`config.mk`:
```
export PLATFORM = sky130hd
export DESIGN_NAME = irq_flag_ctrl
export DESIGN_NICKNAME = d
export VERILOG_FILES = /design/src/rtl/irqf_pkg.sv /design/src/rtl/irqf_decode.sv /design/src/rtl/irqf_flag_bank.sv /design/src/rtl/irqf_enable_bank.sv /design/src/rtl/irq_flag_ctrl.sv
export SDC_FILE = /design/constraint.sdc
export NUM_CORES = 1
export LEC_CHECK = 0
export ABC_AREA = 1
export BUFFER_PORTS_ARGS = -buffer_cell sky130_fd_sc_hd__buf_2
export CORE_AREA = 2 2 39 41
export CTS_CLUSTER_SIZE = 20
export DETAILED_ROUTE_END_ITERATION = 10
export DIE_AREA = 0 0 41 43
export GPL_ROUTABILITY_DRIVEN = 1
export PLACE_DENSITY_LB_ADDON = 0.2
export SYNTH_ARGS = -nofsm -noshare
export SYNTH_HDL_FRONTEND = slang
export SYNTH_HIERARCHICAL = 1
export SYNTH_SLANG_ARGS = --single-unit
```
`constraint.sdc`:
```
create_clock -name clk -period 1 [get_ports clk]
set_input_delay 0.1 -clock clk [delete_from_list [all_inputs] [get_ports clk]]
set_output_delay 0.1 -clock clk [all_outputs]
set_load 0.01 [all_outputs]
```
`src/rtl/irqf_pkg.sv`:
```
package irqf_pkg;

  localparam int ADDR_W = 2;

  typedef enum logic [ADDR_W-1:0] {
    REG_FLAG  = 2'd0,
    REG_ENSET = 2'd1,
    REG_ENCLR = 2'd2,
    REG_VOID  = 2'd3
  } reg_sel_e;

endpackage

```
`src/rtl/irqf_decode.sv`:
```
module irqf_decode
  import irqf_pkg::*;
#(
  parameter int N_SRC = 4
) (
  input  logic              wr_i,
  input  logic [ADDR_W-1:0] addr_i,
  input  logic [N_SRC-1:0]  flags_i,
  input  logic [N_SRC-1:0]  enables_i,
  output logic              flag_clr_stb_o,
  output logic              en_set_stb_o,
  output logic              en_clr_stb_o,
  output logic [N_SRC-1:0]  rdata_o
);

  reg_sel_e sel;

  always_comb begin
    sel            = reg_sel_e'(addr_i);
    flag_clr_stb_o = wr_i && (sel == REG_FLAG);
    en_set_stb_o   = wr_i && (sel == REG_ENSET);
    en_clr_stb_o   = wr_i && (sel == REG_ENCLR);
  end

  always_comb begin
    unique case (sel)
      REG_FLAG:  rdata_o = flags_i;
      REG_ENSET: rdata_o = enables_i;
      REG_ENCLR: rdata_o = enables_i;
      default:   rdata_o = '0;
    endcase
  end

endmodule

```
`src/rtl/irqf_flag_bank.sv`:
```
module irqf_flag_bank #(
  parameter int N_SRC = 4
) (
  input  logic             clk,
  input  logic             rst,
  input  logic [N_SRC-1:0] cond_i,
  input  logic             clr_stb_i,
  input  logic [N_SRC-1:0] clr_mask_i,
  output logic [N_SRC-1:0] flags_o
);

  for (genvar i = 0; i < N_SRC; i++) begin : g_flag
    always_ff @(posedge clk) begin
      if (rst) begin
        flags_o[i] <= 1'b0;
      end else if (cond_i[i]) begin
        flags_o[i] <= 1'b1;
      end else if (clr_stb_i && clr_mask_i[i]) begin
        flags_o[i] <= 1'b0;
      end
    end
  end

endmodule

```
`src/rtl/irqf_enable_bank.sv`:
```
module irqf_enable_bank #(
  parameter int N_SRC = 4
) (
  input  logic             clk,
  input  logic             rst,
  input  logic             set_stb_i,
  input  logic             clr_stb_i,
  input  logic [N_SRC-1:0] mask_i,
  output logic [N_SRC-1:0] enables_o
);

  for (genvar i = 0; i < N_SRC; i++) begin : g_en
    always_ff @(posedge clk) begin
      if (rst) begin
        enables_o[i] <= 1'b0;
      end else if (set_stb_i && mask_i[i]) begin
        enables_o[i] <= 1'b1;
      end else if (clr_stb_i && mask_i[i]) begin
        enables_o[i] <= 1'b0;
      end
    end
  end

endmodule

```
`src/rtl/irq_flag_ctrl.sv`:
```
module irq_flag_ctrl
  import irqf_pkg::*;
#(
  parameter int N_SRC = 4
) (
  input  logic              clk,
  input  logic              rst,
  input  logic [N_SRC-1:0]  cond_i,
  input  logic              bus_wr_i,
  input  logic [ADDR_W-1:0] bus_addr_i,
  input  logic [N_SRC-1:0]  bus_wdata_i,
  output logic [N_SRC-1:0]  bus_rdata_o,
  output logic [N_SRC-1:0]  irq_src_o,
  output logic              irq_any_o
);

  logic [N_SRC-1:0] flags;
  logic [N_SRC-1:0] enables;
  logic             flag_clr_stb;
  logic             en_set_stb;
  logic             en_clr_stb;

  irqf_decode #(.N_SRC(N_SRC)) u_decode (
    .wr_i           (bus_wr_i),
    .addr_i         (bus_addr_i),
    .flags_i        (flags),
    .enables_i      (enables),
    .flag_clr_stb_o (flag_clr_stb),
    .en_set_stb_o   (en_set_stb),
    .en_clr_stb_o   (en_clr_stb),
    .rdata_o        (bus_rdata_o)
  );

  irqf_flag_bank #(.N_SRC(N_SRC)) u_flags (
    .clk        (clk),
    .rst        (rst),
    .cond_i     (cond_i),
    .clr_stb_i  (flag_clr_stb),
    .clr_mask_i (bus_wdata_i),
    .flags_o    (flags)
  );

  irqf_enable_bank #(.N_SRC(N_SRC)) u_enables (
    .clk       (clk),
    .rst       (rst),
    .set_stb_i (en_set_stb),
    .clr_stb_i (en_clr_stb),
    .mask_i    (bus_wdata_i),
    .enables_o (enables)
  );

  for (genvar i = 0; i < N_SRC; i++) begin : g_req
    assign irq_src_o[i] = flags[i] & enables[i];
  end

  assign irq_any_o = |irq_src_o;

endmodule

```
==> results.md, run 1 <==
* Status: finished, violations left
* Failing checks: setup timing
* Final worst setup slack at -0.03530 ns
* Max transition margin at 84.33%
* Most frequent cells in the layout: nand2_1 (29), buf_2 (21), inv_1 (14)
* TritonCTS Buffers at 3
* Pin count of the biggest net entering global routing at 9
* Period utilisation layout at 103.5%
* R2r startpoint: u_flags/flags_o[0]$_SDFFE_PP0P_
* WS Path Type: reg2out
* DIE AREA at 1763 um^2
* Sequential element share of the synthesized area at 33.86%
* PortBufs at 21
* Yosys cell types at 6
* Die X at 41 um
* Achievable Freq at 965.9 MHz
* DRT iter0 DRCs at 5
* Initial Util at 34.18%
* Number of synthesized register bits at 8
* Routed wire per std cell at 10.66 um
* Hold depth at 3
* CTS tree: built
* Vias at 565
* Clock Latency Late Sink at 0.25 ns
* Hold Crit Start: cond_i[2]
* Antenna violations before repair at 0
* Leakage power figure at 0.4343 nW
* Detail Route Antenna Nets at 0
* Antenna diodes at 0
* Vias per Instance at 4.556
* Final WL at 1322 um
* Nets at 127
* Worst clock skew at 0 ns
* Final setup vio count at 5
* First-pass GRT wire length at 2111 um
* Commonest non-fill, non-tap cell in the layout: nand2_1
* RSZ-0062 raised after global routing: true
* CP arrival at 0.94 ns
* M1 wire length at 519 um
* Top Ports at 22
* Layout cell share with drive strength beyond 1 at 50.93%
* Power Total at 772.8 uW
* Met2 routed WL at 712 um
* Register area at 175.2 um^2
* Htree depth at 1
* Die Ht at 43 um
* Detail Placement HPWL at 996.4 um
* Cell row count at 14
* WL met3 at 58 um
* Top Layer Used: met4
* Routability Congestion at 0.7646
* Fillers at 152
* Syn Nets at 94
* DRT Pass-1 Iters at 4
* HP Class: in2reg
* Cells after Synth at 77
* Vias in the first global route at 530
* Max IR drop VDD at 0.4953 mV
* Multi-input logic area at 311.5 um^2
* Final hold viol count at 0
* Core area at 1384 um^2
* Grt total ovfl at 0
* Pre-CTS WS at -0.04143 ns
* Slew @ Worst Pin at 0.2351 ns
* Post-CTS Hold Fix Bufs at 0
* CP required at 0.90 ns
* Ys Warns at 6
* Max Slew Vio Count at 0
* Critical Path Start Type: flop
* CTS Buffer Depth at 2
* Synthesized area per cell at 6.142 um^2
* Cell area power density at 1040 nW/um^2
* CP Capture Type: output port
* Worst-path clk slew at 0.06 ns
* Clock sinks at 8
* DRC viols at 0
* Post-Syn Area at 473.0 um^2
* Total track usage at 18.28%
* Worst Setup SP: u_flags/flags_o[2]$_SDFFE_PP0P_
* Max-cap violations at 0
* WHS at 0.06594 ns
* Max FO, Critical Path at 3
* Minimum clock period at 1.035 ns
* Area delta synth->final at 57.14%
* R2R depth at 3
* Root Driver: clkbuf_4
-- logic make-up after synthesis --
group	share of synthesized area, %
AOI/OAI and AO/OA	13.49
adders and majority gates	10.58
buffers and inverters	11.90
DFF	33.86
and+or+nand+nor	30.16
-- worst paths after layout --
kind                                                             to  slack [ns]
worst max-delay path                                      irq_any_o       -0.04
worst min-delay path                u_flags/flags_o[2]$_SDFFE_PP0P_        0.07
worst max register to register      u_flags/flags_o[0]$_SDFFE_PP0P_        0.30
worst min register to register  u_enables/enables_o[0]$_SDFFE_PP0P_        0.48
-- per-stage QoR --
stage / instances / util [%] / TNS [ns] / cell area [um^2]
floorplan: 77 / - / 0 / 473.0
global placement: 118 / 45.39 / 0 / 628.1
detailed placement: 118 / 45.39 / -0.1108 / 628.1
CTS: 122 / 49.64 / -0.1624 / 686.9
global route: 124 / 53.71 / -0.4531 / 743.2
finish: 124 / 53.71 / -0.1418 / 743.2
-- cells in the mapped netlist --
library cell / number / area [um^2]
nand2_1: 38 / 142.6
inv_1: 15 / 56.30
a21oi_1: 11 / 55.05
dfxtp_1: 8 / 160.2
ha_1: 4 / 50.05
a21oi_2: 1 / 8.760
-- final cells by class --
type / instances / area share (%)
sequential: 8 / 23.57
timing repair buffer: 28 / 21.21
inverter: 15 / 7.576
clock buffer: 3 / 3.030
multi-input combinational: 54 / 41.92
tap: 16 / 2.694
-- registers in the layout, indices dropped and copies added, names as in the netlist --
name / cells
u_flags/flags_o: 4
u_enables/enables_o: 4
-- routing by layer --
metal	GRT usage (%)	up-vias
li1	-	294
met1	20.66	252
met2	29.38	15
met3	1.571	4
met4	14.00	0
met5	0	-
-- critical path, stage by stage, from the launching register on --
cell     delay, ns
dfxtp_4       0.36
nand2_4       0.07
nand2_2       0.04
inv_1         0.04
nand2_1       0.04
buf_2         0.13
-- repair_timing --
item,in CTS,in global routing
gates cloned,0,0
setup endpoints to repair,5,6
gates resized for setup,11,15
pin swaps,7,5
setup buffers,1,2
-- where the power goes --
| part | total, mW | leakage (nW) | internal (mW) | switching [mW] |
|---|---|---|---|---|
| Sequential | 0.358 | 0.0693 | 0.337 | 0.0203 |
| Combinational | 0.166 | 0.351 | 0.0835 | 0.0826 |
| Clock | 0.249 | 0.0138 | 0.137 | 0.112 |
No activity file was read; power rests on OpenSTA's default activity.
==> inputs of run 2 (changes only) <==
--- a/config.mk
+++ b/config.mk
@@ -5,7 +5,6 @@
 export SDC_FILE = /design/constraint.sdc
 export NUM_CORES = 1
 export LEC_CHECK = 0
-export ABC_AREA = 1
 export BUFFER_PORTS_ARGS = -buffer_cell sky130_fd_sc_hd__buf_2
 export CORE_AREA = 2 2 39 41
 export CTS_CLUSTER_SIZE = 20
==> run 2 against run 1 <==
Effect of this change: the flow still finishes with violations (setup timing); register-to-register slack got worse by 0.12 ns; critical path depth fell by 2; via count fell by 8.8%.
==> results.md, run 2 <==
* DRT iter0 DRCs at 18 (+13)
* Detail Route Antenna Nets at 0 (unchanged)
* Area delta synth->final at 63.93%
* Pin count of the biggest net entering global routing at 9 (unchanged)
* Largest area contributor in the netlist: dfxtp_1
* Ys Warns at 6 (unchanged)
* Max FO, Critical Path at 2 (-1)
* Core area at 1384 um^2 (unchanged)
* Multi-input logic area at 309.0 um^2 (-0.80%)
* Sequential element share of the synthesized area at 34.97% (+1.1 points)
* Final hold viol count at 0 (unchanged)
* Period utilisation layout at 147.5% (+44 points)
* HP Class: in2reg
* Routed wire per std cell at 12.13 um (+14%)
* Clock sinks at 8 (unchanged)
* PortBufs at 21 (unchanged)
* Antenna diodes at 0 (unchanged)
* Max-cap violations at 0 (unchanged)
* Nets at 108 (-15%)
* Die Ht at 43 um (unchanged)
* Layout cell share with drive strength beyond 1 at 58.43% (+7.5 points)
* Routability Congestion at 0.8034 (+5.1%)
* Initial Util at 33.09% (-1.1 points)
* Syn Nets at 71 (-24%)
* Worst-path clk slew at 0.06 ns (about the same)
* Commonest non-fill, non-tap cell in the layout: buf_2
* Post-Syn Area at 457.9 um^2 (-3.2%)
* TritonCTS Buffers at 3 (unchanged)
* CTS Buffer Depth at 2 (unchanged)
* Final WL at 1274 um (-3.6%)
* Setup TNS at -1.045 ns (-0.9032 ns)
* Synth Flop Type: dfxtp_1
* CP max-delay cell: or4_4
* Power Total at 792.7 uW (+2.6%)
* Failing checks: setup timing
* Fraction of registers with async set/reset at 0% (unchanged)
* Register area at 167.7 um^2 (-4.3%)
* Max transition margin at 83.73% (-0.60 points)
* Cell row count at 14 (unchanged)
* First-pass GRT wire length at 2014 um (-4.6%)
* Antenna violations before repair at 0 (unchanged)
* Cell area power density at 1056 nW/um^2 (+1.6%)
* Status: finished, violations left
* Design area at 750.7 um^2 (+1.0%)
* RSZ-0062 raised after global routing: true
* Final setup vio count at 5 (unchanged)
* CTS tree: built
* Fillers at 133 (-13%)
* WS Path Type: reg2out
* Number of synthesized register bits at 8 (unchanged)
* CP arrival at 1.37 ns (+0.43 ns)
* Slew @ Worst Pin at 0.2425 ns (+0.007333 ns)
* Critical Path Start Type: flop
* Ranking of synthesized cells by area: dfxtp_1 (35%), ha_1 (11%), a21bo_1 (8.7%), a311oi_1 (7.7%), and2_1 (6.8%)
* Max Slew Vio Count at 0 (unchanged)
* Vias per Instance at 4.905 (+7.6%)
* Largest regs: u_enables/enables_o: 4 flops, u_flags/flags_o: 4 flops
* Placed inst area at 664.4 um^2 (+5.8%)
* DIE AREA at 1763 um^2 (unchanged)
* EDFF count, synth at 0 (unchanged)
* Minimum clock period at 1.475 ns (+0.4392 ns)
* Leakage power figure at 0.3866 nW (-11%)
* DRT Pass-1 Iters at 4 (unchanged)
* Vias in the first global route at 477 (-10%)
* Clock Latency Late Sink at 0.26 ns (about the same)
* Pre-CTS WS at -0.2041 ns (-0.1627 ns)
* Post-synth top cells: dfxtp_1 (8), nor2_1 (8), inv_1 (6)
* Most frequent cells in the layout: buf_2 (20), nor2_1 (8), buf_4 (7)
* Total track usage at 17.69% (-0.59 points)
* Max incr delay on CP at 0.53 ns (+0.17 ns)
* Top Ports at 22 (unchanged)
* Vias at 515 (-8.8%)
* Max IR drop VDD at 0.4207 mV (-15%)
* CP required at 0.90 ns (about the same)
* Crit-path cells: and2_4, or4_4, buf_6
* Post-CTS Hold Fix Bufs at 0 (unchanged)
* Yosys cell types at 13 (+7)
* Synthesized area per cell at 8.480 um^2 (+38%)
* Yosys top cell area share at 34.97% (+1.1 points)
* Die X at 41 um (unchanged)
* Fin util at 54.25% (+0.54 points)
* Achievable Freq at 678.2 MHz (-30%)
* Worst clock skew at 0 ns (unchanged)
* DRC viols at 0 (unchanged)
* Detail Placement HPWL at 931.3 um (-6.5%)
* Final worst setup slack at -0.4745 ns (-0.4392 ns)
* CP Capture Type: output port
* Grt total ovfl at 0 (unchanged)
* Htree depth at 1 (unchanged)
* Cells after Synth at 54 (-30%)
* Root Driver: clkbuf_4
## run 2: cell count changes in the layout (fill, tap and decap cells not counted), moves of 5 or more
cell     previous run  this run
nand2_1            29         4
inv_1              14         6
nand2_2             8         0
nor2_1              0         8
a21oi_2             5         0
buf_6               0         5
## run 2: cell families (layout without fill, tap and decap cells)
logic type	after synthesis	in the layout	share of synthesized area [%]
AOI/OAI and AO/OA	16	16	27.32
DFF	8	8	34.97
adders and majority gates	4	4	10.93
buffers and inverters	6	41	4.918
and+or+nand+nor	20	20	21.86
## run 2: path summary, 6_finish.rpt
kind | startpoint | to | slack [ns] | cells after the start
worst max-delay path | u_enables/enables_o[0]$_SDFFE_PP0P_ | irq_any_o | -0.47 | 3
worst min-delay path | bus_wdata_i[1] | u_flags/flags_o[1]$_SDFFE_PP0P_ | 0.06 | 2
worst max register to register | u_enables/enables_o[0]$_SDFFE_PP0P_ | u_enables/enables_o[0]$_SDFFE_PP0P_ | 0.18 | 3
worst min register to register | u_flags/flags_o[1]$_SDFFE_PP0P_ | u_flags/flags_o[1]$_SDFFE_PP0P_ | 0.62 | 3
## run 2: routing by layer
| layer | vias up | part of all wire (%) | routed length [um] | track usage, % |
|---|---|---|---|---|
| li1 | 261 | - | - | - |
| met1 | 233 | 45 | 569 | 20.65 |
| met2 | 17 | 46 | 591 | 25.62 |
| met3 | 4 | 5.8 | 74 | 3.141 |
| met4 | 0 | 3.0 | 38 | 16.00 |
| met5 | - | 0 | 0 | 0 |
## run 2: cell type report
class                      count  area share [%]
sequential                     8           22.33
timing repair buffer          32           27.83
multi-input combinational     40           41.17
clock buffer                   3           3.000
inverter                       6           3.000
tap                           16           2.667
## run 2: where the power goes
part	total, mW	switching, mW	leakage (nW)	internal [mW]
sequential	0.349	0.00977	0.0680	0.339
clock	0.255	0.117	0.0138	0.138
combinational	0.189	0.0873	0.305	0.101
## run 2: through the flow
step | cells | hold slack (ns)
floorplan | 54 | 0.1691
global route | 105 | 0.05360
global placement | 101 | 0.3366
finish | 105 | 0.06401
detailed placement | 101 | 0.3356
CTS | 104 | 0.05798
## run 2: what timing repair did
| action | 4_1_cts | 5_1_grt |
|---|---|---|
| pin swaps | 8 | 4 |
| buffers inserted | 0 | 1 |
| gates resized for setup | 14 | 4 |
| endpoints found under the setup margin | 5 | 7 |
| endpoints found under the hold margin | 0 | 0 |
## run 2: critical path: cells and delay by family, from the launching register on
| family | cells | cell delay, ns |
|---|---|---|
| flops | 1 | 0.30 |
| simple gates | 2 | 0.68 |
| buf+inv | 1 | 0.13 |
==> inputs of run 3 (changes only) <==
--- a/config.mk
+++ b/config.mk
@@ -12,6 +12,7 @@
 export DIE_AREA = 0 0 41 43
 export GPL_ROUTABILITY_DRIVEN = 1
 export PLACE_DENSITY_LB_ADDON = 0.2
+export REMOVE_ABC_BUFFERS = 1
 export SYNTH_ARGS = -nofsm -noshare
 export SYNTH_HDL_FRONTEND = slang
 export SYNTH_HIERARCHICAL = 1
==> run 3 against run 2 <==
Effect of this change: the flow still finishes with violations (setup timing); combinational power rose by 9.5%; worst setup slack got worse by 0.0014 ns; cell area rose by 5.7%.
==> results.md, run 3 (same netlist as run 2, synthesis figures left out) <==
* Status: finished, violations left
* Failing checks: setup timing
* Final worst setup slack at -0.4759 ns (-0.001391 ns)
* CP Capture Type: output port
* CP required at 0.90 ns (about the same)
* RSZ-0062 raised after global routing: true
* Cell row count at 14 (unchanged)
* CTS Buffer Depth at 2 (unchanged)
* Vias per Instance at 4.963 (+1.2%)
* R2R depth at 3 (unchanged)
* Commonest non-fill, non-tap cell in the layout: buf_2
* Minimum clock period at 1.476 ns (+0.001391 ns)
* Hold Crit Start: bus_wdata_i[3]
* Htree depth at 1 (unchanged)
* Detail Route Antenna Nets at 0 (unchanged)
* R2r startpoint: u_enables/enables_o[1]$_SDFFE_PP0P_
* R2R setup slack at 0.16 ns (-0.02 ns)
* Antenna violations before repair at 0 (unchanged)
* Routed wire per std cell at 13.26 um (+9.3%)
* Pin count of the biggest net entering global routing at 9 (unchanged)
* Met2 GRT Util at 33.13% (+7.5 points)
* Clock sinks at 8 (unchanged)
* Vias in the first global route at 526 (+10%)
* Setup TNS at -1.194 ns (-0.1486 ns)
* DRT iter0 DRCs at 20 (+2)
* Multi-input logic area at 319.1 um^2 (+3.2%)
* Period utilisation layout at 147.6% (about the same)
* Final WL at 1432 um (+12%)
* DIE AREA at 1763 um^2 (unchanged)
* Post-CTS Hold Fix Bufs at 0 (unchanged)
* Vias at 536 (+4.1%)
* First-pass GRT wire length at 2318 um (+15%)
* Max-cap violations at 0 (unchanged)
* CTS tree: built
* CP arrival at 1.38 ns (about the same)
* Final setup vio count at 6 (+1)
* Hold Path Sink: u_flags/flags_o[3]$_SDFFE_PP0P_
* Final hold viol count at 0 (unchanged)
* GR peak layer: met2
* Routability Congestion at 0.7163 (-11%)
* Most frequent cells in the layout: buf_2 (19), buf_4 (9), nor2_1 (8)
* Max transition margin at 83.58% (-0.15 points)
* Layout cell share with drive strength beyond 1 at 59.78% (+1.4 points)
* TritonCTS Buffers at 3 (unchanged)
* Max IR drop VDD at 0.5589 mV (+33%)
* WS Path Type: reg2out
* Nets at 111 (+2.8%)
* PortBufs at 21 (unchanged)
* Met3 usage at 4.712% (+1.6 points)
* Power Total at 806.7 uW (+1.8%)
* Area delta synth->final at 73.22%
* Grt met1 use at 22.90% (+2.3 points)
* Cell area power density at 1017 nW/um^2 (-3.7%)
* Hold depth at 2 (unchanged)
* Top Ports at 22 (unchanged)
* Total track usage at 20.20% (+2.5 points)
* DRT Pass-1 Iters at 4 (unchanged)
* Worst clock skew at 0 ns (unchanged)
* Antenna diodes at 0 (unchanged)
* Initial Util at 33.09% (unchanged)
* Core area at 1384 um^2 (unchanged)
* Achievable Freq at 677.5 MHz (about the same)
* HP Class: in2reg
* Max Slew Vio Count at 0 (unchanged)
* Fillers at 129 (-3.0%)
* DRC viols at 0 (unchanged)
* Grt total ovfl at 0 (unchanged)
* Die Ht at 43 um (unchanged)
* Root Driver: clkbuf_4
* Die X at 41 um (unchanged)
* Largest regs: u_enables/enables_o: 4 flops, u_flags/flags_o: 4 flops
* Detail Placement HPWL at 952.3 um (+2.3%)
* Register area at 167.7 um^2 (unchanged)
* Slew @ Worst Pin at 0.2447 ns (+0.002208 ns)
* Clock Latency Late Sink at 0.25 ns (about the same)
* Pre-CTS WS at -0.1845 ns (+0.01956 ns)
* Leakage power figure at 0.4042 nW (+4.6%)
* Worst-path clk slew at 0.06 ns (about the same)
* Max FO, Critical Path at 2 (unchanged)
* Fin util at 57.32% (+3.1 points)
* R2R Path End: u_enables/enables_o[1]$_SDFFE_PP0P_
* Critical Path Start Type: flop
run 3: cell types whose count changed in the layout (fill, tap and decap cells not counted):
| cell | change |
|---|---|
| buf_2 | -1 |
| buf_4 | +2 |
| buf_6 | +2 |
| ha_2 | -1 |
| ha_4 | +1 |
run 3: repair_timing:
action,4_1_cts,5_1_grt
resized for setup,18,6
pin swaps,10,5
endpoints found under the setup margin,6,7
buffers inserted,3,1
run 3: worst max-delay path: stages (launching register included):
cell	delay, ns
dfxtp_2	0.32
and2_4	0.15
or4_4	0.53
buf_6	0.14
run 3: cell type report:
| type | instances | area share (%) |
|---|---|---|
| flip-flops and latches | 8 | 21.14 |
| inverters | 6 | 2.839 |
| repair buffers | 35 | 30.44 |
| well taps | 16 | 2.524 |
| multi-input cells | 40 | 40.22 |
| clock buffers | 3 | 2.839 |
run 3: report_power, final:
| part | switching [mW] | internal (mW) | leakage (nW) | total [mW] |
|---|---|---|---|---|
| registers | 0.00980 | 0.339 | 0.0680 | 0.349 |
| clock network | 0.112 | 0.138 | 0.0138 | 0.250 |
| logic | 0.0946 | 0.113 | 0.322 | 0.207 |
| total | 0.217 | 0.590 | 0.404 | 0.807 |
run 3: metrics by stage:
step           instance area [um^2]  hold WS (ns)  cells
6_report                      793.3       0.07235    108
5_1_grt                       793.3       0.08457    108
4_1_cts                       774.5       0.06647    109
3_5_place_dp                  680.7        0.3380    104
3_3_place_gp                  680.7        0.3381    104
2_1_floorplan                 457.9        0.1691     54
run 3: worst max-delay path by stage:
stage                     depth (start not counted)                            start   endpoint  slack (ns)
after floorplan                                   2  u_flags/flags_o[0]$_SDFFE_PP0P_  irq_any_o       -0.14
after global placement                            3  u_flags/flags_o[2]$_SDFFE_PP0P_  irq_any_o       -0.18
after detailed placement                          3  u_flags/flags_o[2]$_SDFFE_PP0P_  irq_any_o       -0.18
after CTS                                         3  u_flags/flags_o[0]$_SDFFE_PP0P_  irq_any_o       -0.46
after global routing                              3  u_flags/flags_o[0]$_SDFFE_PP0P_  irq_any_o       -0.51
final                                             3  u_flags/flags_o[0]$_SDFFE_PP0P_  irq_any_o       -0.48
run 3: layer usage:
metal / up-vias / part of all wire [%]
met5: - / 0
met4: 0 / 0
met3: 0 / 6.2
met2: 24 / 52
met1: 247 / 42
li1: 265 / -
